File: src/rtl/thr_cnt_pkg.sv
package thr_cnt_pkg;

    localparam int THR_W     = 12;
    localparam int THR_LIMIT = (1 << THR_W) - 1;
    localparam int FUNC_W    = 2;

    typedef enum logic [FUNC_W-1:0] {
        CMP_NE = 2'd0,
        CMP_EQ = 2'd1,
        CMP_GE = 2'd2,
        CMP_LT = 2'd3
    } cmp_e;

    typedef struct packed {
        logic [THR_W-1:0] level;
        cmp_e             func;
        logic             unit;
    } thr_cfg_t;

    localparam thr_cfg_t CFG_RESET = '{level: '0, func: CMP_NE, unit: 1'b0};

    // Compare a widened event count against a widened level.
    function automatic logic cmp_hit(input logic [31:0] e, input logic [31:0] t, input cmp_e f);
        logic r;
        unique case (f)
            CMP_NE:  r = (e != t);
            CMP_EQ:  r = (e == t);
            CMP_GE:  r = (e >= t);
            default: r = (e <  t);
        endcase
        return r;
    endfunction

endpackage

File: src/rtl/thr_cfg_reg.sv
module thr_cfg_reg
    import thr_cnt_pkg::*;
#(
    parameter int THR_MAX = 255
) (
    input  logic     clk,
    input  logic     rst,
    input  logic     we,
    input  thr_cfg_t wr_cfg,
    output thr_cfg_t cfg_q,
    output logic     err_q
);

    localparam logic [THR_W-1:0] CAP = THR_W'(THR_MAX);

    logic accept;
    assign accept = (wr_cfg.level <= CAP);

    always_ff @(posedge clk) begin
        if (rst) begin
            cfg_q <= CFG_RESET;
            err_q <= 1'b0;
        end else if (we) begin
            if (accept) begin
                cfg_q <= wr_cfg;
                err_q <= 1'b0;
            end else begin
                err_q <= 1'b1;
            end
        end
    end

    // an oversize write leaves the stored configuration untouched and flags it
    assert_reject_keeps_cfg_R8: assert property (@(posedge clk) disable iff (rst)
        (we && (wr_cfg.level > CAP)) |=> ($stable(cfg_q) && err_q));

    // the stored level never exceeds the capability
    assert_level_bounded_R8: assert property (@(posedge clk) disable iff (rst)
        cfg_q.level <= CAP);

endmodule

File: src/rtl/thr_qualify.sv
module thr_qualify
    import thr_cnt_pkg::*;
#(
    parameter int EVW   = 8,
    parameter int CNT_W = 64
) (
    input  thr_cfg_t         cfg,
    input  logic [EVW-1:0]   evt,
    output logic [CNT_W-1:0] add
);

    logic        off;
    logic        hit;
    logic [31:0] evt_w;
    logic [31:0] lvl_w;

    assign evt_w = 32'(evt);
    assign lvl_w = 32'(cfg.level);
    assign off   = (cfg.level == '0);
    assign hit   = cmp_hit(evt_w, lvl_w, cfg.func);

    always_comb begin
        if (off) begin
            add = CNT_W'(evt);
        end else if (!hit) begin
            add = '0;
        end else if (cfg.unit) begin
            add = CNT_W'(1);
        end else begin
            add = CNT_W'(evt);
        end
    end

endmodule

File: src/rtl/thr_accum.sv
module thr_accum #(
    parameter int CNT_W = 64
) (
    input  logic             clk,
    input  logic             rst,
    input  logic [CNT_W-1:0] add,
    output logic [CNT_W-1:0] cnt,
    output logic             ovf
);

    logic [CNT_W:0] sum;
    assign sum = {1'b0, cnt} + {1'b0, add};

    always_ff @(posedge clk) begin
        if (rst) begin
            cnt <= '0;
            ovf <= 1'b0;
        end else begin
            cnt <= sum[CNT_W-1:0];
            if (sum[CNT_W]) ovf <= 1'b1;
        end
    end

    // once set, the wrap indicator holds until reset
    assert_ovf_sticky_R10: assert property (@(posedge clk) disable iff (rst)
        ovf |=> ovf);

endmodule

File: src/rtl/evt_thresh_counter.sv
module evt_thresh_counter
    import thr_cnt_pkg::*;
#(
    parameter int EVW     = 8,
    parameter int CNT_W   = 64,
    parameter int THR_MAX = 255
) (
    input  logic               clk,
    input  logic               rst,
    input  logic [EVW-1:0]     evt_cnt,
    input  logic               cfg_we,
    input  logic [THR_W-1:0]   cfg_level,
    input  logic [FUNC_W-1:0]  cfg_func,
    input  logic               cfg_unit,
    output logic [THR_W-1:0]   cap_max,
    output logic               cfg_err,
    output logic [CNT_W-1:0]   total,
    output logic               ovf
);

    initial begin
        if (THR_MAX < 0 || THR_MAX > THR_LIMIT)
            $error("THR_MAX out of range");
        if (EVW > CNT_W)
            $error("EVW wider than CNT_W");
    end

    thr_cfg_t         wr_cfg;
    thr_cfg_t         cfg_q;
    logic [CNT_W-1:0] add;
    logic [CNT_W-1:0] evt_ext;

    assign wr_cfg  = '{level: cfg_level, func: cmp_e'(cfg_func), unit: cfg_unit};
    assign cap_max = THR_W'(THR_MAX);
    assign evt_ext = CNT_W'(evt_cnt);

    thr_cfg_reg #(.THR_MAX(THR_MAX)) u_cfg (
        .clk    (clk),
        .rst    (rst),
        .we     (cfg_we),
        .wr_cfg (wr_cfg),
        .cfg_q  (cfg_q),
        .err_q  (cfg_err)
    );

    thr_qualify #(.EVW(EVW), .CNT_W(CNT_W)) u_qual (
        .cfg (cfg_q),
        .evt (evt_cnt),
        .add (add)
    );

    thr_accum #(.CNT_W(CNT_W)) u_acc (
        .clk (clk),
        .rst (rst),
        .add (add),
        .cnt (total),
        .ovf (ovf)
    );

    // with qualification off the total advances by the raw event count
    assert_off_adds_raw_R2: assert property (@(posedge clk) disable iff (rst)
        (cfg_q.level == '0) |=> (total == CNT_W'($past(total) + $past(evt_ext))));

    // in unit-step mode the total moves by at most one per cycle
    assert_unit_step_R5: assert property (@(posedge clk) disable iff (rst)
        ((cfg_q.level != '0) && cfg_q.unit) |=>
            ((total == $past(total)) || (total == CNT_W'($past(total) + 1'b1))));

endmodule

File: config.mk
export PLATFORM = sky130hd
export DESIGN_NAME = evt_thresh_counter
export DESIGN_NICKNAME = d
export VERILOG_FILES = /design/src/rtl/thr_cnt_pkg.sv /design/src/rtl/thr_cfg_reg.sv /design/src/rtl/thr_qualify.sv /design/src/rtl/thr_accum.sv /design/src/rtl/evt_thresh_counter.sv
export SDC_FILE = /design/constraint.sdc
export NUM_CORES = 1
export LEC_CHECK = 0
export BUFFER_PORTS_ARGS = -buffer_cell sky130_fd_sc_hd__buf_2
export CORE_UTILIZATION = 55
export CTS_CLUSTER_SIZE = 28
export DETAILED_ROUTE_END_ITERATION = 12
export PLACE_DENSITY_LB_ADDON = 0.25
export REMOVE_ABC_BUFFERS = 1
export SYNTH_ARGS = -nofsm -noshare
export SYNTH_HDL_FRONTEND = slang
export SYNTH_HIERARCHICAL = 1
export SYNTH_SLANG_ARGS = --single-unit
File: constraint.sdc
create_clock -name clk -period 5.1 [get_ports clk]
set_clock_uncertainty 0.2 [all_clocks]
set_input_delay 0 -clock clk [delete_from_list [all_inputs] [get_ports clk]]
set_output_delay 0 -clock clk [all_outputs]
set_load 0.03 [all_outputs]
# After elaboration in Yosys (flattened, before gate mapping)
# Cells that the tools add are included.
classes:
  n_addsub: 1
  n_lt_le_gt_ge: 3
  eq_ne: 4
  n_mux: 5
  reduce_logical: 3
ops:
  columns: ["cell", "n"]
  rows:
  - ["$mux W64", 2]
  - ["$add A64 B64 Y65", 1]
  - ["$eq A8 B12 Y1", 1]
  - ["$ge A8 B12 Y1", 1]
  - ["$le A12 B8 Y1 const B", 1]
  - ["$logic_not A12 Y1", 1]
  - ["$lt A8 B12 Y1", 1]
  - ["$ne A8 B12 Y1", 1]
  - ["$mux W8", 1]
  - ["$pmux W1 S3", 1]
  - ["$eq A2 B1 Y1 const B", 1]
  - ["$eq A2 B2 Y1 const B", 1]
  - ["$logic_not A2 Y1", 1]
  - ["$reduce_and A2 Y1", 1]
  - ["$mux W1", 1]
word_totals:
  reg_bits: 81
  in_bits: 26
  elab_cells: 22

# Logic depth before layout (Yosys ltp)
# Gate-level depths: netlist (run 1).
logic_depth:
  word_depth: 5
  ltp_mapped: 20
  ltp_nobuf: 20

# Hierarchy
# The synthesis (run 1) kept the hierarchy.
by_module_without_submodules:
  columns: ["mod", "instances", "cells_each", "area_per_inst_um2", "seq_area_each_um2"]
  rows:
  - ["thr_accum", 1, 706, 5466.5, 1301.2]
  - ["thr_qualify", 1, 111, 814.5, 0.0]
  - ["thr_cfg_reg", 1, 63, 633.1, 320.3]
  - ["evt_thresh_counter", 1, 14, 97.6, 0.0]

# Worst setup path before layout (run 1)
# OpenSTA, ideal clock, no wires.
synth_timing:
  kind: "reg-to-reg"
  startpoint: "register u_cfg/cfg_q[14] (netlist name)"
  endpoint: "register u_acc.cnt[62]"
  setup_time_ns: 0.126
  arrival_time_ns: 4.145
  required_time_ns: 4.774
  path_slack_ns: 0.629
  path_stages_with_launch: 18
  path_buffers: 0
  cell_sequence: "dfxtp_1 -> or4_4 -> or3_4 -> or4b_1 -> nand3_1 -> a211oi_2 -> and2_1 -> fa_1 -> a21o_1 -> a31o_2 -> nand2_1 -> nand4_1 -> a21oi_2 -> o21bai_2 -> a31o_2 -> a21oi_2 -> or4_1 -> nand4_1"
synth_between:
  elab_chain_cells: 5
  elab_cells_between_ends: 9
  cone_classes: "add/sub (1); order compare (2); eq/ne (2); mux (3); reduce/logical (1)"
synth_rtl:
  columns: ["item", "line_no", "source"]
  rows:
  - ["$lt A8 B12 Y1 (tied with other cells)", "thr_cnt_pkg.sv:29", "default: r = (e < t);"]
  - ["$pmux W1 S3", "thr_cnt_pkg.sv:25", "unique case (f)"]
  - ["$mux W64", "thr_qualify.sv:25", "end else if (!hit) begin"]
  - ["$mux W64 *", "thr_qualify.sv:23", "if (off) begin"]
  - ["named net add[1]", "evt_thresh_counter.sv:30", "logic [CNT_W-1:0] add;"]
  - ["$add A64 B64 Y65 *", "thr_accum.sv:12", "assign sum = {1'b0, cnt} + {1'b0, add};"]
  - ["end signal, assigned", "thr_accum.sv:19", "cnt <= sum[CNT_W-1:0];"]
  - ["end, declared", "thr_accum.sv:7", "output logic [CNT_W-1:0] cnt,"]
# Mark *: on every way through the listed nets, which the timed path passes. The rest lies on a longest branch.
# A chain may end at the register's enable or synchronous reset.

# Final worst setup path (run 1)
layout_timing:
  startpoint: "register u_cfg/cfg_q[14] (netlist name)"
  endpoint: "register u_acc.cnt[48]"
layout_between:
  elab_chain_cells: 5
  elab_cells_between_ends: 9
  cone_classes: "add/sub (1); order compare (2); eq/ne (2); mux (3); reduce/logical (1)"
layout_rtl:
  columns: ["item", "line_no"]
  rows:
  - ["$lt A8 B12 Y1 (tied with other cells)", "thr_cnt_pkg.sv:29"]
  - ["$pmux W1 S3", "thr_cnt_pkg.sv:25"]
  - ["$mux W64", "thr_qualify.sv:25"]
  - ["$mux W64 *", "thr_qualify.sv:23"]
  - ["named net add[1]", "evt_thresh_counter.sv:30"]
  - ["$add A64 B64 Y65 *", "thr_accum.sv:12"]
# Marks and branches as above.

==> impl_metrics.py, run 1 <==
metrics = {
    "floorplan": {
        "start_util": 0.5742,
        "die-area_um2": 13200,
        "core_um2": 12210,
        "die_w_um": 114.9,
        "ios": 104,
        "rows": 40,
        "fp.dieH_um": 114.9,
    },
    "routing": {
        "viasPerCell": 5.472,
        "routed_wirelength_um": 16070,
        "vias": 6315,
        "drc": 0,
        "drtPass1Iterations": 5,
        "ant_nets": 0,
        "initialDrtViolationCount": 374,
        "routedWlPerCell_um": 13.93,
    },
    "placement": {
        "gp_congestion": 0.8924,
        "place_inst": 1115,
        "dp_hpwl_um": 12330,
        "portBuffers": 91,
        "dp_slack_ns": 0.2092,
    },
    "synth": {
        "synth_warnings": 6,
        "synth_xor_area_frac": 0.06495,
        "synth_top_family_by_area": "compound AO/OA/AOI/OAI gates",
        "synth_compound_area_frac": 0.2352,
        "synth_area_leaders": "dfxtp_1 (23%), ha_1 (13%), buf_4 (7.4%), a21oi_1 (5.9%), nor2_1 (4.7%)",
        "yosys.area_share.simple": 0.2197,
        "synth.top_cell.area_share": 0.2313,
        "async_flop_share": 0,
        "ys_seq_elements": 81,
        "avgSynthCellArea_um2": 7.843,
        "synth_edf_count": 0,
        "synth_mux_area_frac": 0.006246,
        "synth.most_common_cell": "nor2_1",
        "seq_area_frac_synth": 0.2313,
        "synth_cell_types": 74,
        "syn_area_um2": 7012,
        "synthFlopType": "dfxtp_1",
        "synth_top_cell_by_area": "dfxtp_1",
        "synthTopCellsByCount": "nor2_1 (88), a21oi_1 (83), dfxtp_1 (81)",
        "syn_inst": 894,
        "yosys.area_share.adder": 0.1313,
    },
    "worst_setup_path": {
        "r2r_start": "u_cfg/cfg_q[14]",
        "start_kind": "flop",
        "cp_common_cell": "a21o_1",
        "crit_buf_inv": 0,
        "worstSetupEndpointType": "flop",
        "r2r_cells": 17,
        "crit_family": "simple AND/OR/NAND/NOR gates",
        "worst-r2r-setup-slack_ns": 0.30,
        "worstSetupPathType": "reg2reg",
        "cp.depth": 17,
        "crit_required_ns": 5.10,
        "timing.rr.end": "u_acc/cnt[48]",
        "cp_cell_sequence": "or4_4 -> or3_4 -> or4b_1 -> nand3_1 -> a211oi_2 -> and2_1 -> fa_1 -> a21o_1 -> a31o_2 -> nand2_1 -> a31oi_1 -> a21oi_2 -> o31ai_1 -> a21o_1 -> a311oi_1 -> xnor2_1 -> nor2_1",
        "max_stage_delay_ns": 0.56,
        "arrival_ns": 4.80,
        "crit_fanout": 7,
        "worst_path_max_delay_cell": "or4_4",
    },
    "pwr": {
        "p_leak_nw": 3.705,
        "powerDensity_nw_per_um2": 651.7,
        "max-vdd-ir-drop_v": 0.0002529,
    },
    "global_routing": {
        "grt_pass1_vias": 5826,
        "grt.overflow.total": 0,
        "grt_max_degree": 53,
        "globalRouteTotalUtil": 0.2533,
        "grt_pass1_wl_um": 26710,
        "antenna_found_initial": 0,
    },
    "clocking": {
        "cts.clk_slew.worst_paths_ns": 0.06,
        "root_buffer": "clkbuf_16",
        "cts_tree": "yes",
        "cts.sinks": 81,
        "h-tree-depth": 3,
        "numCtsBuffers": 9,
        "cts_setup_buffers": 0,
        "cts.path.max_buffers": 2,
        "insertion_delay_ns": 0.35,
    },
    "layout": {
        "stdcell_count": 1154,
        "num-nets-final": 1080,
        "syn_to_final_growth_pct": 11.56,
        "drive_gt1_frac": 0.1410,
        "antenna_cells": 0,
    },
    "sta": {
        "drv_slew": 0,
        "period_minus_slack_ns": 4.797,
        "period_share": 0.9406,
        "finalHoldViolations": 0,
        "finalSetupViolCount": 0,
        "worstMarginPinSlew_ns": 0.8915,
        "max_slew_margin": 0.4007,
        "rsz0062_at_grt": "false",
        "fmax_mhz": 208.5,
        "finalSetupTns_ns": 0,
        "final.setup.worst_slack_ns": 0.3031,
    },
    "status": {
        "status": "finished, final reports clean",
    },
    "min_path": {
        "hold_depth": 4,
        "min_to": "u_acc/cnt[1]",
        "min-delay-start": "evt_cnt[1]",
        "holdCritPathClass": "in2reg",
    },
    "job": {
        "drv_cap": 0,
    },
}
layout by cell type (no fill, tap or decap), types with 7 or more instances in the layout:
cell type	n
and2_1	9
xor2_1	19
a21oi_1	83
clkbuf_16	9
a21o_1	42
dfxtp_1	81
nand4_1	22
nand2b_1	21
nand2_1	56
o21ai_0	41
ha_1	72
a211oi_1	11
o21ai_1	9
xnor2_1	33
inv_1	25
nor2_1	88
o21bai_1	11
o211ai_1	7
nor3_1	17
dlygate4sd3_1	23
nand3_1	22
conb_1	68
nand4b_1	16
buf_2	91
nor2b_1	11
a31oi_1	7
kinds of logic after synthesis:
family / after synthesis
other cells: 3
fa+ha+maj: 73
flops: 81
xor+xnor: 52
mux: 4
simple gates: 298
buf+inv: 131
compound gates: 252
layout make-up:
type | count | area [µm²]
Tap cell | 168 | 210.2
Multi-Input combinational cell | 747 | 4891
Fill cell | 1139 | 4389
Clock buffer | 11 | 242.7
Sequential cell | 81 | 1622
Clock inverter | 5 | 55.05
Timing Repair Buffer | 117 | 708.2
Inverter | 25 | 93.84
stage by stage:
stage / hold WS (ns) / util / total power, mW / area, µm²
final: 0.04274 / 0.6406 / 5.098 / 7823
after global routing: 0.09073 / 0.6406 / 5.504 / 7823
after CTS: 0.04038 / 0.6384 / 4.950 / 7796
after detailed placement: 0.07152 / 0.5952 / 4.258 / 7268
after global placement: 0.05665 / 0.5952 / 4.227 / 7268
after floorplan: -0.1309 / - / 3.615 / 6580
state kept, by name, indices dropped and copies added, names as in the netlist:
signal	cells
u_acc/ovf	1
u_cfg/cfg_q	15
u_acc/cnt	64
u_cfg/err_q	1
report_power, final:
group          internal [mW]  total (mW)  switching (mW)
combinational           1.26        3.40            2.14
clock                  0.391       0.667           0.276
sequential             0.885        1.03           0.142
how the worst max path moves through the flow:
stage               startpoint            end  slack [ns]
2_1_floorplan  u_cfg/cfg_q[14]  u_acc/cnt[62]        0.63
3_3_place_gp   u_cfg/cfg_q[14]  u_acc/cnt[60]        0.30
3_5_place_dp   u_cfg/cfg_q[14]  u_acc/cnt[60]        0.21
4_1_cts        u_cfg/cfg_q[14]  u_acc/cnt[60]        0.19
5_1_grt         u_cfg/cfg_q[8]  u_acc/cnt[49]       0.008
6_report       u_cfg/cfg_q[14]  u_acc/cnt[48]        0.30
timing repair:
| action | 4_1_cts | 5_1_grt |
|---|---|---|
| resized for setup | 0 | 4 |
| hold buffers | 23 | 0 |
| hold endpoints to repair | 12 | 0 |
| endpoints found under the setup margin | 0 | 6 |
worst reg2reg max path, stage by stage, from the launching register on:
cell and delay [ns]:
dfxtp_1 0.31, or4_4 0.56, or3_4 0.42, or4b_1 0.47, nand3_1 0.11, a211oi_2 0.07
and2_1 0.20, fa_1 0.46, a21o_1 0.22, a31o_2 0.26, nand2_1 0.11, a31oi_1 0.11
a21oi_2 0.25, o31ai_1 0.12, a21o_1 0.22, a311oi_1 0.36, xnor2_1 0.16, nor2_1 0.05
layer usage:
metal / up-vias / GRT usage / part of all wire
li1: 3262 / - / -
met1: 2864 / 0.3429 / 0.48
met2: 174 / 0.4064 / 0.45
met3: 15 / 0.04112 / 0.053
met4: 0 / 0.09177 / 0.013
met5: - / 0 / 0
(Power assumes the default switching activity.)
==> run 2, diff against run 1 <==
- ABC_CLOCK_PERIOD_IN_PS: unset -> 5100
- CTS_BUF_LIST: unset -> sky130_fd_sc_hd__clkbuf_8
==> impl_metrics.py, run 2 (same netlist as run 1, synthesis figures left out) <==
metrics = {
    "global_routing": {
        "globalRouteTotalUtil": 0.2518,
        "grt_pass1_vias": 5819,
        "antenna_found_initial": 0,
        "grt.overflow.total": 0,
        "grt_pass1_wl_um": 26630,
        "grt_max_degree": 53,
    },
    "worst_setup_path": {
        "worstSetupPathType": "reg2reg",
        "arrival_ns": 4.83,
        "cp_cell_sequence": "or4_4 -> or3_4 -> or4b_1 -> nand3_1 -> a211oi_2 -> and2_1 -> ha_1 -> nand4_1 -> nor4_1 -> nand2_1 -> nand4_1 -> a21oi_4 -> o21ai_0 -> nand2_1 -> o211ai_1 -> xnor2_1 -> nor2_1",
        "crit_buf_inv": 0,
        "start_kind": "flop",
        "worst_path_max_delay_cell": "or4_4",
        "crit_required_ns": 5.14,
        "crit_fanout": 7,
        "max_stage_delay_ns": 0.56,
        "worstSetupEndpointType": "flop",
        "crit_family": "simple AND/OR/NAND/NOR gates",
    },
    "routing": {
        "drtPass1Iterations": 7,
        "routed_wirelength_um": 16180,
        "initialDrtViolationCount": 393,
        "routedWlPerCell_um": 13.99,
        "ant_nets": 0,
        "drc": 0,
        "dr_wl_met2_um": 7282,
        "top_layer": "met4",
        "viasPerCell": 5.506,
        "wl_met3_um": 1038,
        "routedLengthMet1_um": 7717,
        "vias": 6370,
    },
    "placement": {
        "place_area_um2": 7268,
        "dp_hpwl_um": 12330,
        "portBuffers": 91,
        "dp_slack_ns": 0.2092,
        "gp_congestion": 0.8924,
    },
    "pwr": {
        "max-vdd-ir-drop_v": 0.0002555,
        "p_leak_nw": 3.674,
        "total_power_mw": 4.941,
        "powerDensity_nw_per_um2": 637.4,
    },
    "layout": {
        "mostFrequentLayoutCell": "buf_2",
        "regMostFlops": "u_acc/cnt",
        "top_regs": "u_acc/cnt: 64 flops, u_cfg/cfg_q: 15 flops",
        "mostFrequentLayoutCells": "buf_2 (91), nor2_1 (88), a21oi_1 (83), dfxtp_1 (81), ha_1 (72)",
        "fillers": 1145,
        "num-nets-final": 1083,
        "drive_gt1_frac": 0.1426,
        "antenna_cells": 0,
        "multi_input_area_um2": 4893,
        "largest_reg_flops": 64,
        "ff_latch_area_um2": 1622,
        "syn_to_final_growth_pct": 10.55,
        "fin_area_um2": 7751,
    },
    "floorplan": {
        "ios": 104,
        "fp.dieH_um": 114.9,
        "die_w_um": 114.9,
        "rows": 40,
        "start_util": 0.5742,
        "die-area_um2": 13200,
        "core_um2": 12210,
    },
    "clocking": {
        "cts.path.max_buffers": 2,
        "cts.sinks": 81,
        "h-tree-depth": 3,
        "cts_tree": "yes",
        "numCtsBuffers": 9,
        "root_buffer": "clkbuf_8",
        "cts.clk_slew.worst_paths_ns": 0.09,
        "insertion_delay_ns": 0.38,
    },
    "sta": {
        "finalSetupViolCount": 0,
        "finalHoldViolations": 0,
        "period_share": 0.9378,
        "whs_ns": 0.03391,
        "drv_slew": 0,
        "period_minus_slack_ns": 4.783,
        "max_slew_margin": 0.3566,
        "final.setup.worst_slack_ns": 0.3173,
        "rsz0062_at_grt": "false",
        "finalSetupTns_ns": 0,
        "fmax_mhz": 209.1,
        "worstMarginPinSlew_ns": 0.9572,
    },
    "job": {
        "drv_cap": 0,
    },
    "status": {
        "status": "finished, final reports clean",
    },
    "min_path": {
        "holdCritPathClass": "in2reg",
    },
}
## run 2: cell types whose count changed in the layout (fill, tap and decap cells not counted), sizes merged
cell / previous run / this run
buf: 94 / 95
clkbuf: 11 / 10
dlygate4sd3: 23 / 25
inv: 25 / 26
## run 2: worst paths after layout
| kind | start | depth (start not counted) | to | slack, ns |
|---|---|---|---|---|
| min | rst | 2 | u_acc/cnt[53] | 0.03 |
| min reg2reg | u_cfg/cfg_q[14] | 1 | u_cfg/cfg_q[14] | 0.28 |
| max reg2reg | u_cfg/cfg_q[14] | 17 | u_acc/cnt[50] | 0.32 |
| max | u_cfg/cfg_q[14] | 17 | u_acc/cnt[50] | 0.32 |
## run 2: where the power goes
| group | total, mW | internal [mW] | switching, mW | leakage [nW] |
|---|---|---|---|---|
| clock network | 0.493 | 0.236 | 0.257 | 0.0995 |
| registers | 1.03 | 0.883 | 0.142 | 0.671 |
| logic | 3.42 | 1.27 | 2.15 | 2.90 |
## run 2: area by class of cell
type,count,area share
Tap cell,168,0.02712
Inverter,25,0.01211
Clock inverter,6,0.007587
Timing Repair Buffer,120,0.09492
Multi-Input combinational cell,747,0.6313
Clock buffer,10,0.01776
Sequential cell,81,0.2092
## run 2: timing repair
action                     in CTS  in global routing
buffers inserted                0                  1
setup endpoints to repair       0                  7
gates resized for setup         0                  5
hold endpoints to repair       14                  0
hold buffers                   25                  0
## run 2: metrics by stage
stage,utilization,std cells
3_3_place_gp,0.5952,1115
2_1_floorplan,-,853
4_1_cts,0.6318,1156
5_1_grt,0.6347,1157
6_report,0.6347,1157
3_5_place_dp,0.5952,1115
## run 2: per-layer routing
layer | vias up | global-route usage
li1 | 3259 | -
met4 | 0 | 0.05974
met5 | - | 0
met2 | 211 | 0.4060
met1 | 2886 | 0.3437
met3 | 14 | 0.05271
==> run 3, diff against run 2 <==
- ABC_CLOCK_PERIOD_IN_PS: 5100 -> 4600
- CORE_UTILIZATION: 55 -> 50
- CTS_BUF_LIST: sky130_fd_sc_hd__clkbuf_8 -> unset
- clock period: 5.1 -> 4.6 ns (I/O delays scaled with it)
==> impl_metrics.py, run 3 (same netlist as run 1, synthesis figures left out) <==
metrics = {
    "routing": {
        "ant_nets": 0,
        "routed_wirelength_um": 17180,
        "initialDrtViolationCount": 490,
        "vias": 6632,
        "routedWlPerCell_um": 14.32,
        "drtPass1Iterations": 5,
        "viasPerCell": 5.527,
        "drc": 0,
    },
    "layout": {
        "top_regs": "u_acc/cnt: 64 flops, u_cfg/cfg_q: 15 flops",
        "drive_gt1_frac": 0.2129,
        "mostFrequentLayoutCell": "buf_2",
        "mostFrequentLayoutCells": "buf_2 (91), nor2_1 (88), dfxtp_1 (79), a21oi_1 (77)",
        "num-nets-final": 1120,
        "stdcell_count": 1200,
        "largest_reg_flops": 64,
        "antenna_cells": 0,
        "syn_to_final_growth_pct": 20.07,
        "regMostFlops": "u_acc/cnt",
    },
    "worst_setup_path": {
        "crit_fanout": 6,
        "arrival_ns": 4.62,
        "start_kind": "flop",
        "worstSetupEndpointType": "flop",
        "worstSetupPathType": "reg2reg",
        "worst-r2r-setup-slack_ns": 0.07,
        "crit_required_ns": 4.70,
    },
    "placement": {
        "gp_congestion": 0.8679,
        "portBuffers": 91,
        "dp_hpwl_um": 12720,
        "place_inst": 1158,
    },
    "floorplan": {
        "fp.dieH_um": 120.4,
        "die-area_um2": 14500,
        "rows": 42,
        "start_util": 0.5212,
        "ios": 104,
        "core_um2": 13450,
        "die_w_um": 120.4,
    },
    "global_routing": {
        "grt.overflow.total": 0,
        "grt_pass1_vias": 6118,
        "grt_pass1_wl_um": 27750,
        "antenna_found_initial": 0,
        "grt_max_degree": 69,
        "globalRouteTotalUtil": 0.2369,
    },
    "clocking": {
        "insertion_delay_ns": 0.36,
        "root_buffer": "clkbuf_16",
        "numCtsBuffers": 9,
        "cts.path.max_buffers": 2,
        "cts_tree": "yes",
        "h-tree-depth": 3,
        "cts.clk_slew.worst_paths_ns": 0.06,
        "cts.sinks": 81,
    },
    "sta": {
        "period_share": 0.9841,
        "finalSetupTns_ns": 0,
        "drv_slew": 0,
        "fmax_mhz": 220.9,
        "worstMarginPinSlew_ns": 1.129,
        "max_slew_margin": 0.2473,
        "rsz0062_at_grt": "true",
        "finalHoldViolations": 0,
        "finalSetupViolCount": 0,
        "period_minus_slack_ns": 4.527,
        "whs_ns": 0.05473,
    },
    "job": {
        "drv_cap": 0,
    },
    "min_path": {
        "holdCritPathClass": "in2reg",
    },
    "pwr": {
        "p_leak_nw": 3.964,
        "total_power_mw": 6.080,
        "powerDensity_nw_per_um2": 722.2,
        "max-vdd-ir-drop_v": 0.0003196,
    },
    "status": {
        "status": "finished, final reports clean",
    },
}
run 3: changes by cell type in the layout (fill, tap and decap cells not counted), sizes merged:
cell         previous run  this run
buf                    95       134
clkinvlp                2         0
dlygate4sd3            25        23
clkinv                  2         3
inv                    26        25
run 3: worst paths after layout:
| path | start | endpoint | depth (start not counted) |
|---|---|---|---|
| setup / recovery | u_cfg/cfg_q[14] | u_acc/cnt[62] | 17 |
| hold / removal | evt_cnt[1] | u_acc/cnt[1] | 4 |
| setup reg to reg | u_cfg/cfg_q[14] | u_acc/cnt[62] | 17 |
| hold reg to reg | u_cfg/cfg_q[0] | u_cfg/cfg_q[0] | 2 |
run 3: metal layers:
layer	vias up	global-route usage	part of all wire
li1	3343	-	-
met1	3092	0.3134	0.48
met2	186	0.3851	0.46
met3	11	0.06179	0.059
met4	0	0.05324	0.0080
met5	-	0	0
run 3: repair_timing:
| action | in CTS | in global routing |
|---|---|---|
| pin swaps | 9 | 26 |
| setup buffers | 2 | 3 |
| hold endpoints to repair | 12 | 0 |
| hold buffers | 23 | 0 |
| resized for setup | 11 | 52 |
| setup endpoints to repair | 11 | 29 |
run 3: stage by stage:
| stage | instance area (µm²) | util | worst slack, ns |
|---|---|---|---|
| 2_1_floorplan | 6580 | - | 0.1297 |
| 3_3_place_gp | 7541 | 0.5605 | -0.1409 |
| 3_5_place_dp | 7541 | 0.5605 | -0.1736 |
| 4_1_cts | 8122 | 0.6037 | 0.003960 |
| 5_1_grt | 8419 | 0.6258 | -0.07048 |
| 6_report | 8419 | 0.6258 | 0.07293 |
run 3: critical path, stage by stage, from the launching register on:
cell and delay [ns]:
dfxtp_2 0.32, or4_4 0.53, or3_4 0.40, or4b_4 0.50, nand3_4 0.08, a211oi_4 0.06, and2_4 0.18, ha_4 0.26
nand4_1 0.21, nor4_4 0.42, nand2_4 0.11, nand4_1 0.16, a21oi_4 0.11, o21bai_4 0.15, a31o_4 0.19, a21oi_4 0.07
or4_1 0.41, nand4_1 0.10
run 3: cell type report:
type / instances / area [µm²]
clock buffer: 10 / 239.0
timing repair buffer: 157 / 1016
inverter: 25 / 93.84
multi-input combinational: 747 / 5181
tap: 176 / 220.2
sequential: 81 / 1624
fill: 1262 / 5034
clock inverter: 4 / 45.04
run 3: power breakdown:
part / leakage (nW) / internal (mW) / switching (mW)
sequential: 0.672 / 0.981 / 0.169
clock: 0.144 / 0.426 / 0.299
combinational: 3.15 / 1.67 / 2.54
